[config.mk]
export PLATFORM = sky130hd
export DESIGN_NAME = isi_viterbi2
export DESIGN_NICKNAME = d
export VERILOG_FILES = /design/src/rtl/isi_viterbi2.sv
export SDC_FILE = /design/constraint.sdc
export NUM_CORES = 1
export LEC_CHECK = 0
export ABC_AREA = 1
export BUFFER_PORTS_ARGS = -buffer_cell sky130_fd_sc_hd__buf_2
export CAP_MARGIN = 20
export CORE_ASPECT_RATIO = 0.6
export CORE_MARGIN = 3
export CORE_UTILIZATION = 25
export DETAILED_ROUTE_END_ITERATION = 8
export PLACE_DENSITY = 0.39
export SYNTH_ARGS = -nofsm -noshare
export SYNTH_HDL_FRONTEND = slang
export SYNTH_SLANG_ARGS = --single-unit
[constraint.sdc]
create_clock -name clk -period 16.8 [get_ports clk]
set_input_delay 0 -clock clk [delete_from_list [all_inputs] [get_ports clk]]
set_output_delay 0 -clock clk [all_outputs]
set_load 0.005 [all_outputs]
[src/rtl/isi_viterbi2.sv]
module isi_viterbi2 #(
  parameter int SW     = 6,
  parameter int TB_LEN = 6
) (
  input  logic                 clk,
  input  logic                 rst_n,
  input  logic                 smp_valid,
  input  logic signed [SW-1:0] smp_data,
  output logic                 dec_valid,
  output logic                 dec_bit
);
  // TB_LEN must be at least 3 so that one stored stage exists.
  localparam int MW    = SW + 2;
  localparam int DEPTH = TB_LEN - 2;
  localparam int CW    = $clog2(TB_LEN + 1);
  localparam logic [CW-1:0] FILL = CW'(TB_LEN - 1);

  function automatic logic [MW-1:0] cost(input logic signed [SW-1:0] s, input logic [1:0] e);
    logic signed [MW-1:0] d;
    d = MW'(s) - signed'(MW'(e));
    return d[MW-1] ? MW'(-d) : MW'(d);
  endfunction

  logic [MW-1:0]    pm0, pm1;
  logic [DEPTH-1:0] tr0, tr1;
  logic [CW-1:0]    fill;

  logic [MW-1:0] c00, c01, c10, c11, n0, n1, nmin;
  logic          sv0, sv1, start;

  assign c00   = pm0 + cost(smp_data, 2'd0);
  assign c01   = pm1 + cost(smp_data, 2'd1);
  assign c10   = pm0 + cost(smp_data, 2'd1);
  assign c11   = pm1 + cost(smp_data, 2'd2);
  assign sv0   = c01 < c00;
  assign sv1   = c11 < c10;
  assign n0    = sv0 ? c01 : c00;
  assign n1    = sv1 ? c11 : c10;
  assign start = n1 < n0;
  assign nmin  = start ? n1 : n0;

  logic traced;
  always_comb begin
    traced = start;
    traced = traced ? sv1 : sv0;
    for (int k = 0; k < DEPTH; k++)
      traced = traced ? tr1[k] : tr0[k];
  end

  always_ff @(posedge clk) begin
    if (!rst_n) begin
      pm0       <= '0;
      pm1       <= '0;
      tr0       <= '0;
      tr1       <= '0;
      fill      <= '0;
      dec_valid <= 1'b0;
      dec_bit   <= 1'b0;
    end else begin
      dec_valid <= smp_valid && (fill == FILL);
      if (smp_valid) begin
        pm0     <= n0 - nmin;
        pm1     <= n1 - nmin;
        tr0     <= DEPTH'({tr0, sv0});
        tr1     <= DEPTH'({tr1, sv1});
        dec_bit <= traced;
        if (fill != FILL) fill <= fill + 1'b1;
      end
    end
  end

  p_floor_zero_r5: assert property (@(posedge clk) disable iff (!rst_n)
    (pm0 == '0) || (pm1 == '0));

  p_no_overflow_r5: assert property (@(posedge clk) disable iff (!rst_n)
    (pm0 <= MW'(1)) && (pm1 <= MW'(1)));

  p_idle_hold_r7: assert property (@(posedge clk) disable iff (!rst_n)
    !smp_valid |=> $stable(pm0) && $stable(pm1) && $stable(tr0) && $stable(tr1)
                   && !dec_valid && $stable(dec_bit));

  p_valid_follows_sample_r2: assert property (@(posedge clk) disable iff (!rst_n)
    dec_valid |-> $past(smp_valid));

  p_valid_after_fill_r2: assert property (@(posedge clk) disable iff (!rst_n)
    dec_valid |-> (fill == FILL));
endmodule

Yosys cells after proc, flatten, opt, wreduce, memory -nomap -nowiden:

Cells that the tools add are included.

* output and inout bits: 2
* logic and storage cells: 37
* bits in registers: 29

* reductions and logical operators: 2
* eq/ne operators: 2
* $add $sub $neg: 12
* order comparisons: 3
* multiplexer cells: 11

Operators with widths (count)
* 8-bit 2-to-1 mux: 6
* 8-bit adder: 4
* 8-bit < comparator: 3
* 7-bit negation with 8-bit output: 2
* 8-bit subtractor: 2
* 6-bit negation with 8-bit output: 1
* 6-bit by 2-bit subtractor with 7-bit output, second input constant: 1
* 6-bit by 3-bit subtractor with 7-bit output, second input constant: 1
* 1-bit 2-to-1 mux: 5
* 3-bit by 1-bit adder with 3-bit output, second input constant: 1
* 3-bit equality test, second input constant: 1
* 3-bit != test, second input constant: 1
* 2-bit AND reduction: 1
* 1-bit logical AND: 1

Depth between registers and ports, before layout:

Gate-level depths: netlist of run 1.

* word-level depth: 12
* depth in mapped cells: 51

Worst setup path before layout of run 1:

Ideal clock, no wire load.

* path type: input to register
* start: input port smp_data[0]
* end: register pm1[4]
* data arrival time: 5.849 ns
* stages on the path: 41
* path slack: 10.842 ns
* required time: 16.691 ns
* buffers on the path: 2
* cells stage by stage: inv_1 > ha_1 > or2_2 > nand2_1 > nor3_1 > or2_2 > xor2_1 > ha_1 > nand2_1 > o21ai_0 > a21oi_1 > o21ai_0 > xor2_1 > ha_1 > nand2_1 > o21a_1 > nand2_2 > inv_2 > [... 5 more ...] > a21oi_1 > nor2_1 > a211oi_1 > nand2_2 > buf_6 > inv_6 > nand2_1 > o21ai_0 > ha_1 > inv_1 > ha_1 > inv_1 > nand2_1 > a21oi_1 > and2_1 > o21ai_1 > nand2_1 > inv_1

* longest elaborated chain between the ends: 9
* elaborated cells between the ends (all ways): 19
* classes of those cells: 10 x add/sub; 3 x order compare; 6 x mux

Ends and longest elaborated chain
* from (decl): RTL line 8 `input logic signed [SW-1:0] smp_data,`
* 6-bit by 3-bit subtractor with 7-bit output / 6-bit by 2-bit subtractor with 7-bit output (equally long branches): RTL line 20 `d = MW'(s) - signed'(MW'(e));`
* 7-bit negation with 8-bit output: RTL line 21 `return d[MW-1] ? MW'(-d) : MW'(d);`
* 8-bit 2-to-1 mux: RTL line 21
* 8-bit adder, on equally long branches: RTL line 34, 32, 33
* 8-bit < comparator, on equally long branches: RTL line 36, 35
* 8-bit 2-to-1 mux, on equally long branches: RTL line 38, 37
* 8-bit < comparator: RTL line 39 `assign start = n1 < n0;`
* 8-bit 2-to-1 mux: RTL line 40 `assign nmin = start ? n1 : n0;`
* 8-bit subtractor *: RTL line 63 `pm1 <= n1 - nmin;`
* to (signal assigned): RTL line 63
* to (decl): RTL line 24 `logic [MW-1:0] pm0, pm1;`

Mark *: on every way between the ends. The rest lies on a longest branch, timed or not.
A chain may end at the register's enable or synchronous reset.

Final worst setup path of run 1:

Same ends and word-level chain as after synthesis.

==> results of run 1 <==
registers in the layout, summed over array words and instances (netlist names):
signal	flops
pm0	8
pm1	8
tr0	4
tr1	4
fill	3
dec_bit	1
dec_valid	1
layout make-up:
| type | instances | area [um^2] |
|---|---|---|
| clock buffers | 6 | 139 |
| clock inverters | 2 | 37.5 |
| fillers | 1853 | 11700 |
| inverters | 116 | 440 |
| multi-input cells | 503 | 3140 |
| flip-flops and latches | 29 | 581 |
| well taps | 228 | 285 |
| repair buffers | 10 | 50.0 |
worst max-delay path: cells and delay by family:
family | cells | cell delay (ns)
and+or+nand+nor | 14 | 2.19
AOI/OAI and AO/OA | 10 | 2.16
adders and majority gates | 6 | 1.62
buffers and inverters | 8 | 0.93
xor gates and xnor gates | 2 | 0.30
cell usage after synthesis, drive strengths merged:
cell type and count:
nand2 137, inv 116, nand3 66, ha 61, a21oi 52, o21ai 51
nor2 48, xor2 31, dfxtp 29, nand4 11, xnor2 9, o21bai 7
buf 6, clkbuf 5, or2 5, fa 4, nand3b 4, and2 3
nor3 3, o21a 3, o31ai 2, a211oi 1, a21boi 1, a31oi 1
conb 1, nor4 1
per-stage QoR:
stage	hold slack [ns]	util, %	setup WS, ns	std cells	instance area [um^2]
after floorplan	0.138	-	10.84	659	4220
after global placement	0.391	27.5	9.77	886	4490
after detailed placement	0.403	27.5	9.63	886	4490
after CTS	0.134	28.6	9.91	894	4670
after global routing	0.156	28.6	9.11	894	4670
final	0.135	28.6	9.79	894	4670
cell families after synthesis:
group / share of synthesized area (%)
other: 0.0890
and+or+nand+nor: 30.7
buffers and inverters: 11.9
AOI/OAI and AO/OA: 15.2
adders and majority gates: 20.0
xor gates and xnor gates: 8.31
DFF: 13.8
path summary, 6_finish.rpt:
| check | cells past startpoint | startpoint | endpoint |
|---|---|---|---|
| worst max-delay path | 40 | smp_data[0] | pm1[4] |
| worst min-delay path | 3 | rst_n | pm1[2] |
| worst max register to register | 32 | pm1[1] | pm1[4] |
| worst min register to register | 2 | dec_bit | dec_bit |
per-layer routing:
layer  vias up  GRT usage (%)  share of wire, %
li1       2145              -                 -
met1      1891           27.7                61
met3         5           2.12               6.2
met4         0           1.61              0.31
met2       107           18.7                32
met5         -              0                 0
==> out/results.tsv, run 1 <==
metric	value	unit
fmaxAchievable	143	MHz
num_antenna_cells	0	
cts_tree	built	
cp.arrival	7.19	ns
startpoint_type	input port	
min_path_type	input port to flip-flop	
r2r_slack	10.18	ns
grt_pass1_vias	3777	
area_growth	10.8	%
status	completed	
clock-sinks	29	
yosysTopAreaCell	ha_1	
globalplace.congestion	0.853	
cts-root-buf	clkbuf_16	
post-cts-setup-buffers	0	
grt-ovfl-total	0	
worstPathMaxFanout	20	
synth_area	4220	um^2
track_usage	15.5	%
final_common_cell	nand2_1	
maxSlewHeadroom	48.3	%
post-route-drc-count	0	
pin_count	11	
drtIter0Drc	374	
io_buffers	10	
cts_hold_buf	0	
wl_per_cell	15.5	um
rows	36	
vias_per_cell	4.64	
die_w	174	um
dpl.hpwl	11800	um
initial_utilization	25.8	%
grt_pass1_wl	22200	um
grt_setup_unrepaired	no	
core_area	16400	um^2
ant_nets	0	
yosysWarningCount	0	
cp.required	16.98	ns
fin_crit_sh	41.7	%
die_y	107	um
worstSkewPairLatency	0.29	ns
slowest_stage	a211oi_1	
nets	739	
grt_max_degree	40	
mostFrequentLayoutCells	nand2_1 (125), inv_1 (112), ha_1 (61), nand3_1 (57), a21oi_1 (50)	
routed_wl	13800	um
cts_resized	0	
drive_gt1_share	8.11	%
antenna_found_initial	0	
min_period	7.01	ns
clk_pin_slew	0.06	ns
fin_tns_setup	0	ns
hold_viol	0	
synth_cells	658	
numCtsBuffers	5	
slew_viol_final	0	
drv_cap	0	
htreeDepth	2	
tightestPinTransition	0.768	ns
synth_top_area_share	18.1	%
die_area	18500	um^2
clock-skew-final	0.00926	ns
clockBufferDepth	2	
critPathKind	input port to flip-flop	
avgSynthCellArea	6.41	um^2
num_vias	4148	
synth_area_leaders	ha_1 (18%), dfxtp_1 (14%), nand2_1 (11%)	
synth_seq_area_share	13.8	%
synth_cell_types	39	
ys_seq_elements	29	
setup_viol	0	
cpPeakStageDelay	0.57	ns
drt_first_pass_iters	5	
cp-end-kind	flip-flop	
Power of run 1 is not shown: default switching activity piles up to over one toggle a cycle in this logic, so the estimate is an artifact.
==> run 2, diff against run 1 <==
==> constraint.sdc (replaced) <==
create_clock -name clk -period 7.1 [get_ports clk]
set_input_delay 0 -clock clk [delete_from_list [all_inputs] [get_ports clk]]
set_output_delay 0 -clock clk [all_outputs]
set_load 0.005 [all_outputs]
==> run 2 against run 1 <==
  * Clock skew decreased by 0.0054 ns
  * Die area stayed put
  * Count of clock-buffer cells in the layout did not move
  * Worst setup slack got worse by 9.1 ns
  * Sequential cell count unchanged
  * Global-route usage shrank 0.088 points
  * Register-to-register slack worse by 9.0 ns
  * Sequential share of layout area down 0.076 points
  * Utilization is 0.18 points higher
  * Largest cell class unchanged
  * Highest routed layer unchanged
==> out/results.tsv, run 2 (same netlist as run 1, synthesis figures left out) <==
metric	value	unit
final_common_cell	nand2_1	
maxSlewHeadroom	49.9	%
reg_top3	pm0 x8, pm1 x8	
tightestPinTransition	0.751	ns
grt_max_degree	40	
setup_viol	0	
die_w	174	um
numCtsBuffers	5	
post-cts-setup-buffers	0	
worstSkewPairLatency	0.28	ns
antenna_found_initial	0	
cp.required	7.28	ns
core_area	16400	um^2
worstPathMaxFanout	11	
grt_setup_unrepaired	no	
ant_nets	0	
fillCellCount	1801	
multi_input_comb_area	3140	um^2
min_period	6.39	ns
drive_gt1_share	9.06	%
clock-sinks	29	
pin_count	11	
slowest_stage	ha_1	
r2r_cells	33	
cts_hold_buf	0	
io_buffers	10	
num_vias	4148	
grt_pass1_vias	3807	
die_y	107	um
htreeDepth	2	
critPathKind	input port to flip-flop	
track_usage	15.5	%
post-route-util	28.7	%
min_path_type	input port to flip-flop	
cts-root-buf	clkbuf_16	
vias_per_cell	4.60	
drv_cap	0	
drt_first_pass_iters	4	
grt-ovfl-total	0	
grt_pass1_wl	22000	um
clock-skew-final	0.00387	ns
fin_crit_sh	90.0	%
cp-end-kind	flip-flop	
nets	746	
cp.arrival	6.57	ns
hold_viol	0	
wl_per_cell	15.4	um
routed_wl	13900	um
status	completed	
drtIter0Drc	338	
slew_viol_final	0	
initial_utilization	25.8	%
fin_tns_setup	0	ns
startpoint_type	input port	
area_growth	11.5	%
cts_resized	0	
cpPeakStageDelay	0.34	ns
clk_pin_slew	0.06	ns
num_antenna_cells	0	
rows	36	
fmaxAchievable	157	MHz
globalplace.congestion	0.863	
post-route-drc-count	0	
mostFrequentLayoutCells	nand2_1 (125), inv_1 (112), ha_1 (61), nand3_1 (57), a21oi_1 (50)	
hold_depth	3	
cts_tree	built	
clockBufferDepth	2	
die_area	18500	um^2
seq_area	581	um^2
dpl.hpwl	11700	um
[run 2: layout make-up]
type,count,area share [%]
multi-input combinational,503,66.8
sequential,29,12.4
inverter,116,9.37
tap,228,6.07
clock buffer,6,2.96
timing repair buffer,17,2.18
clock inverter,2,0.293
[run 2: metal layers]
metal | track usage (%) | routed length (um)
met4 | 1.26 | 55
met2 | 18.8 | 4540
met5 | 0 | 0
met3 | 3.18 | 768
met1 | 26.8 | 8500
[run 2: per-stage QoR]
step	std cells	setup slack, ns	hold WS (ns)	cell area, um^2
2_1_floorplan	659	1.14	0.138	4220
6_report	901	0.711	0.115	4700
4_1_cts	901	0.804	0.123	4700
3_5_place_dp	893	0.503	0.392	4550
5_1_grt	901	0.0410	0.146	4700
3_3_place_gp	893	0.581	0.395	4550
[run 2: path summary, 6_finish.rpt]
check	to	start	slack, ns
max	pm0[4]	smp_data[0]	0.71
max reg2reg	pm0[4]	pm1[1]	1.14
min reg2reg	dec_bit	dec_bit	0.46
min	pm0[2]	rst_n	0.12
[run 2: worst max-delay path: cells and delay by family]
family,cells,cell delay [ns]
adder cells (fa/ha/maj),6,1.66
AND/OR/NAND/NOR,17,2.10
AO/OA/AOI/OAI,8,1.54
buffers and inverters,8,0.93
XOR/XNOR,2,0.29
Power of run 2 is left out for the same reason.
